### src/rtl/gpio_pkg.sv
package gpio_pkg;
  localparam int unsigned ADDR_W = 2;

  typedef enum logic [ADDR_W-1:0] {
    SEL_PIN  = 2'd0,
    SEL_DIR  = 2'd1,
    SEL_LAT  = 2'd2,
    SEL_NONE = 2'd3
  } reg_sel_e;
endpackage

### src/rtl/gpio_sync.sv
module gpio_sync #(
  parameter int unsigned W      = 8,
  parameter int unsigned STAGES = 2
) (
  input  logic         clk_i,
  input  logic         rst_ni,
  input  logic [W-1:0] d_i,
  output logic [W-1:0] q_o
);
  logic [W-1:0] stg_q [STAGES];

  always_ff @(posedge clk_i or negedge rst_ni) begin
    if (!rst_ni) begin
      for (int s = 0; s < STAGES; s++) stg_q[s] <= '0;
    end else begin
      stg_q[0] <= d_i;
      for (int s = 1; s < STAGES; s++) stg_q[s] <= stg_q[s-1];
    end
  end

  assign q_o = stg_q[STAGES-1];
endmodule

### src/rtl/gpio_regs.sv
module gpio_regs
  import gpio_pkg::*;
#(
  parameter int unsigned W = 8
) (
  input  logic         clk_i,
  input  logic         rst_ni,
  input  logic         wr_en_i,
  input  reg_sel_e     sel_i,
  input  logic [W-1:0] wdata_i,
  output logic [W-1:0] dir_o,
  output logic [W-1:0] lat_o
);
  logic [W-1:0] dir_q, lat_q;

  always_ff @(posedge clk_i or negedge rst_ni) begin
    if (!rst_ni) begin
      dir_q <= '0;
      lat_q <= '0;
    end else if (wr_en_i) begin
      unique case (sel_i)
        SEL_DIR: dir_q <= wdata_i;
        SEL_LAT: lat_q <= wdata_i;
        SEL_PIN: lat_q <= lat_q ^ wdata_i;  // toggle by mask
        default: ;
      endcase
    end
  end

  assign dir_o = dir_q;
  assign lat_o = lat_q;
endmodule

### src/rtl/gpio_pad_ctrl.sv
module gpio_pad_ctrl #(
  parameter int unsigned W = 8
) (
  input  logic [W-1:0] dir_i,
  input  logic [W-1:0] lat_i,
  input  logic         pud_i,
  output logic [W-1:0] oe_o,
  output logic [W-1:0] out_o,
  output logic [W-1:0] pu_o
);
  for (genvar b = 0; b < W; b++) begin : g_bit
    assign oe_o[b]  = dir_i[b];
    assign out_o[b] = lat_i[b];
    // latch bit doubles as pull-up request on inputs
    assign pu_o[b]  = ~dir_i[b] & lat_i[b] & ~pud_i;
  end
endmodule

### src/rtl/gpio_port.sv
module gpio_port
  import gpio_pkg::*;
#(
  parameter int unsigned W          = 8,
  parameter int unsigned SYNC_DEPTH = 2
) (
  input  logic              clk_i,
  input  logic              rst_ni,
  input  logic [ADDR_W-1:0] addr_i,
  input  logic              wr_en_i,
  input  logic [W-1:0]      wdata_i,
  output logic [W-1:0]      rdata_o,
  input  logic              pud_i,
  input  logic [W-1:0]      pin_i,
  output logic [W-1:0]      oe_o,
  output logic [W-1:0]      out_o,
  output logic [W-1:0]      pu_o
);
  reg_sel_e     sel;
  logic [W-1:0] dir, lat, pin_sync;

  assign sel = reg_sel_e'(addr_i);

  gpio_sync #(.W(W), .STAGES(SYNC_DEPTH)) i_sync (
    .clk_i (clk_i),
    .rst_ni(rst_ni),
    .d_i   (pin_i),
    .q_o   (pin_sync)
  );

  gpio_regs #(.W(W)) i_regs (
    .clk_i  (clk_i),
    .rst_ni (rst_ni),
    .wr_en_i(wr_en_i),
    .sel_i  (sel),
    .wdata_i(wdata_i),
    .dir_o  (dir),
    .lat_o  (lat)
  );

  gpio_pad_ctrl #(.W(W)) i_pad (
    .dir_i(dir),
    .lat_i(lat),
    .pud_i(pud_i),
    .oe_o (oe_o),
    .out_o(out_o),
    .pu_o (pu_o)
  );

  always_comb begin
    unique case (sel)
      SEL_PIN: rdata_o = pin_sync;
      SEL_DIR: rdata_o = dir;
      SEL_LAT: rdata_o = lat;
      default: rdata_o = '0;
    endcase
  end
endmodule

### config.mk
export PLATFORM = sky130hd
export DESIGN_NAME = gpio_port
export DESIGN_NICKNAME = d
export VERILOG_FILES = /design/src/rtl/gpio_pkg.sv /design/src/rtl/gpio_sync.sv /design/src/rtl/gpio_regs.sv /design/src/rtl/gpio_pad_ctrl.sv /design/src/rtl/gpio_port.sv
export SDC_FILE = /design/constraint.sdc
export NUM_CORES = 1
export LEC_CHECK = 0
export ABC_CLOCK_PERIOD_IN_PS = 1100
export CORE_MARGIN = 2
export CORE_UTILIZATION = 30
export DETAILED_ROUTE_END_ITERATION = 12
export GPL_ROUTABILITY_DRIVEN = 0
export PLACE_DENSITY_LB_ADDON = 0.15
export SLEW_MARGIN = 25
export SYNTH_ARGS = -nofsm -noshare
export SYNTH_HDL_FRONTEND = slang
export SYNTH_HIERARCHICAL = 1
export SYNTH_SLANG_ARGS = --single-unit
### constraint.sdc
create_clock -name clk_i -period 1.1 [get_ports clk_i]
set_clock_uncertainty 0.2 [all_clocks]
set_input_delay 0.165 -clock clk_i [delete_from_list [all_inputs] [get_ports clk_i]]
set_output_delay 0.165 -clock clk_i [all_outputs]
set_load 0.05 [all_outputs]
# After elaboration in Yosys (flattened, before gate mapping)
# Index checks and enable logic that the tools add are counted.
# Widths: inputs -> output; s select.
# word_totals
inputBits,22
word_cells,38
register_bits,32
n_memories,0
ramBits,0
latchBits,0
mem_bits_ro,0
# op_classes
add_sub_neg,0
bitwise_logic,26
n_reduce_logical,4
multipliers,0
n_div,0
n_lt_le_gt_ge,0
shifts,0
n_eq_ne,2
n_mux,2
# ops
cell,count
$pmux 8 s3,1
$and 1x1->1,16
$pmux 8 s2,1
$not 1->1,9
$xor 8x8->8,1
$reduce_and 2->1,2
$eq 2x1->1 const B,1
$eq 2x2->1 const B,1
$logic_not 2->1,1
$reduce_bool 2->1,1

# Logic depth before layout (Yosys ltp)
# depth
depth_word,3
depth_mapped,5
mapped_depth_nobuf,3

# Hierarchy
# Netlist, hierarchy kept.
# by_module_without_submodules
mod,n_inst,cells_each,seq_area_each_um2,area_per_inst_um2
gpio_regs,1,70,400.4,734.5
gpio_sync,1,24,400.4,460.4
gpio_pad_ctrl,1,25,0.0,231.5
gpio_port,1,20,0.0,197.7

# Worst setup path before layout
# Ideal clock, no wire load.
# synth_timing
kind,register to output
start,register i_sync.stg_q (netlist bit i_sync/q_o[0])
end,output port rdata_o[0]
t_arrival_ns,1.219
path_buffers,1
stages_incl_launch_ff,4
t_required_ns,0.735
setup_slack_ns,-0.484
path_cell_list,dfrtp_1 buf_4 mux2i_1 o2bb2ai_1
# synth_between
elab_chain_cells,1
# synth_rtl
item,line_no,rtl
"start, declared",gpio_sync.sv:10,logic [W-1:0] stg_q [STAGES];
$pmux 8 s3,gpio_port.sv:51,unique case (sel)
"end, declared",gpio_port.sv:12,"output logic [W-1:0] rdata_o,"
# No other way between the ends.

# Worst setup path in the final report
# layout_timing
start,"register i_regs.lat_q[6], in the netlist i_regs/lat_o[6]"
end,output port rdata_o[6]
# layout_between
elab_chain_cells,1
# layout_rtl
item,line_no,rtl
"start, declared",gpio_regs.sv:14,"logic [W-1:0] dir_q, lat_q;"
"start signal, assigned",gpio_regs.sv:23,SEL_LAT: lat_q <= wdata_i;
"start signal, assigned",gpio_regs.sv:24,SEL_PIN: lat_q <= lat_q ^ wdata_i;
$pmux 8 s3,gpio_port.sv:51,
# No other way between the ends.

==> flow_metrics.tcl <==
set metrics [dict create \
    outcome "finished with violations" \
    violations "setup timing" \
    rrSetupSlack_ns -0.14 \
    first_pass_iters 4 \
    arrival_ns 1.20 \
    cts_num_sinks 32 \
    syn_avg_cell_area_um2 11.7 \
    ctsRootBufferMaster "clkbuf_8" \
    rsz0062_at_grt "true" \
    ant_nets 0 \
    fin_crit_sh_pct 142 \
    r2r_start "i_regs/dir_o[7]" \
    min_period_ns 1.57 \
    setup.worst_path.start "i_regs/lat_o[6]" \
    dr.first_iter.drc_count 56 \
    cp_max_fo 4 \
    area_growth_pct 101 \
    cts_buffer_depth 2 \
    cts_tree "built" \
    total_power_mw 5.33 \
    first_global_vias 1408 \
    initial_core_util_pct 31.4 \
    viasPerCell 4.59 \
    numPortBuffers 53 \
    die_area_um2 6020 \
    ys_types 17 \
    setup_ws_ns -0.467 \
    synth_edf_count 0 \
    insertion_delay_ns 0.29 \
    drt_wl_total_um 4470 \
    core_area_um2 5170 \
    power_density_nw_per_um2 1630 \
    critical_path_class "flop to output pin" \
    fp.dieH_um 77.6 \
    io_pins 54 \
    drive_gt1_share_pct 64.8 \
    synth_area_um2 1620 \
    r2r_end "i_regs/dir_o[7]" \
    htreeDepth 2 \
    max_slew_margin_pct 82.5 \
    critPathCaptureType "output pin" \
    final_cell_area_um2 3270 \
    finalMaxSlewViolations 0 \
    die_w_um 77.6 \
    cts_hold_buf 0 \
    grt_overflow 0 \
    fillers 392 \
    vias 1298 \
    ys_ff_latch 32 \
    critPathLaunchType "flop" \
    ir_drop_uv 1010 \
    fmax_mhz 638 \
    netlist_instances 139 \
    ys.flop_type "dfrtp_1" \
    antenna_found_initial 0 \
    dp_hpwl_um 2990 \
    num_rows 26 \
    hold_viol 0 \
    wire_per_inst_um 15.8 \
    cts_made_buffers 5 \
    async_flop_share_pct 100 \
    min_path_type "input port to asynchronous set/reset pin" \
    grt_start_max_net_pins 33 \
    ys_seq_area_share_pct 49.3 \
    nets 234 \
    leakagePower_nw 1.41 \
    whs_ns 0.0338 \
    path_clk_slew_ns 0.07 \
    grt_pass1_wl_um 7160 \
    drcViolationCount 0 \
    grt_use_total_pct 15.8 \
    synth_fp_nets 161 \
    place_area_um2 2830 \
    diodes 0 \
    crit_path_end "rdata_o[6]" \
    yosysWarnings 6 \
    max-cap-violations 0 \
    setup_viol 42 \
    crit_required_ns 0.73 \
    tightest_slew_ns 0.263 \
    reg2reg_depth 3 \
]
-- flip-flops by register name (all words and copies together) (netlist names) --
register and cells:
i_regs/dir_o 8, i_regs/lat_o 8, i_sync/q_o 8, i_sync/stg_q 8
-- where the power goes --
group          switching (mW)  total (mW)  internal (mW)  leakage (nW)
clock network           0.428        1.23          0.799        0.0645
logic                    1.15        2.57           1.42         0.981
registers               0.207        1.53           1.33         0.369
total                    1.79        5.33           3.54          1.41
-- routing by layer --
layer  vias up  global-route usage (%)  wire length [um]
met5         -                       0                 0
met4         0                    4.82                59
met3         5                    3.95               153
met2        36                    29.8              2530
met1       661                    17.3              1720
li1        596                       -                 -
-- synth_stat cells (2+ instances only) --
cell | count | area, um2
o2bb2ai_1 | 8 | 70.1
buf_6 | 5 | 56.3
inv_1 | 8 | 30.0
buf_4 | 24 | 180
nor2_1 | 8 | 30.0
mux2_2 | 8 | 90.1
mux2i_1 | 8 | 80.1
nor3b_2 | 8 | 100
o21ai_0 | 8 | 40.0
nand2_1 | 8 | 30.0
o211ai_1 | 8 | 60.1
buf_2 | 2 | 10.0
dfrtp_1 | 32 | 801
-- logic make-up after synthesis --
family                 count (synthesis)  share of synthesized area (%)
buffers and inverters                 39                           17.0
muxes                                 16                           10.5
AOI/OAI and AO/OA                     24                           10.5
DFF                                   32                           49.3
and+or+nand+nor                       28                           12.7
-- worst max-delay path, stage by stage, from the launching register on --
cell and delay (ns):
dfrtp_1 0.43, mux2i_2 0.23, o2bb2ai_4 0.10, buf_12 0.15
-- worst min-delay path by stage --
stage	cells after the start	slack, ns	startpoint	endpoint
after floorplan	0	-0.33	rst_ni	i_regs/dir_o[0]
after detailed placement	0	0.13	i_sync/stg_q[12]	i_sync/q_o[4]
after CTS	2	0.05	rst_ni	i_sync/stg_q[10]
after global placement	0	0.13	i_sync/stg_q[11]	i_sync/q_o[3]
final	2	0.03	rst_ni	i_sync/stg_q[10]
after global routing	2	0.05	rst_ni	i_sync/stg_q[10]
-- final cells by class --
type                       instances  area [um2]  share of cell area [%]
timing repair buffer              97        1400                    42.8
sequential                        32         813                    24.9
multi-input combinational         68         813                    24.9
clock buffer                       7        96.3                    2.95
tap                               70        87.6                    2.68
clock inverter                     1        30.0                   0.919
inverter                           8        30.0                   0.919
-- what timing repair did --
item                                    4_1_cts  5_1_grt
endpoints found under the setup margin       48       48
gates resized for setup                      57       24
setup buffers                                 9       16
hold endpoints to repair                      0        0
gates cloned                                  2        0
pin swaps                                    15       12
-- metrics by stage --
step / cells / utilization, % / TNS [ns] / setup slack, ns
6_report: 283 / 63.2 / -12.27 / -0.467
5_1_grt: 283 / 63.2 / -13.98 / -0.489
4_1_cts: 276 / 61.4 / -11.72 / -0.452
3_5_place_dp: 263 / 54.8 / -20.02 / -0.725
3_3_place_gp: 263 / 54.8 / -19.06 / -0.683
2_1_floorplan: 139 / - / -2.30 / -0.192
-- cell usage in the layout, fill, tap and decap left out, types with 6 or more instances in the layout --
cell type        netlist  layout
buf_12                 0      38
buf_4                 24       9
buf_6                  5      28
clkbuf_8               0       7
clkdlybuf4s50_1        0      17
dfrtp_1               32      22
dfrtp_2                0      10
inv_2                  0       7
mux2i_2                0       6
nand2_1                8       8
nor2_1                 8       8
nor3b_4                0       8
o211ai_1               8       8
o21ai_0                8       7
o2bb2ai_4              0       8
(Power assumes the default switching activity.)
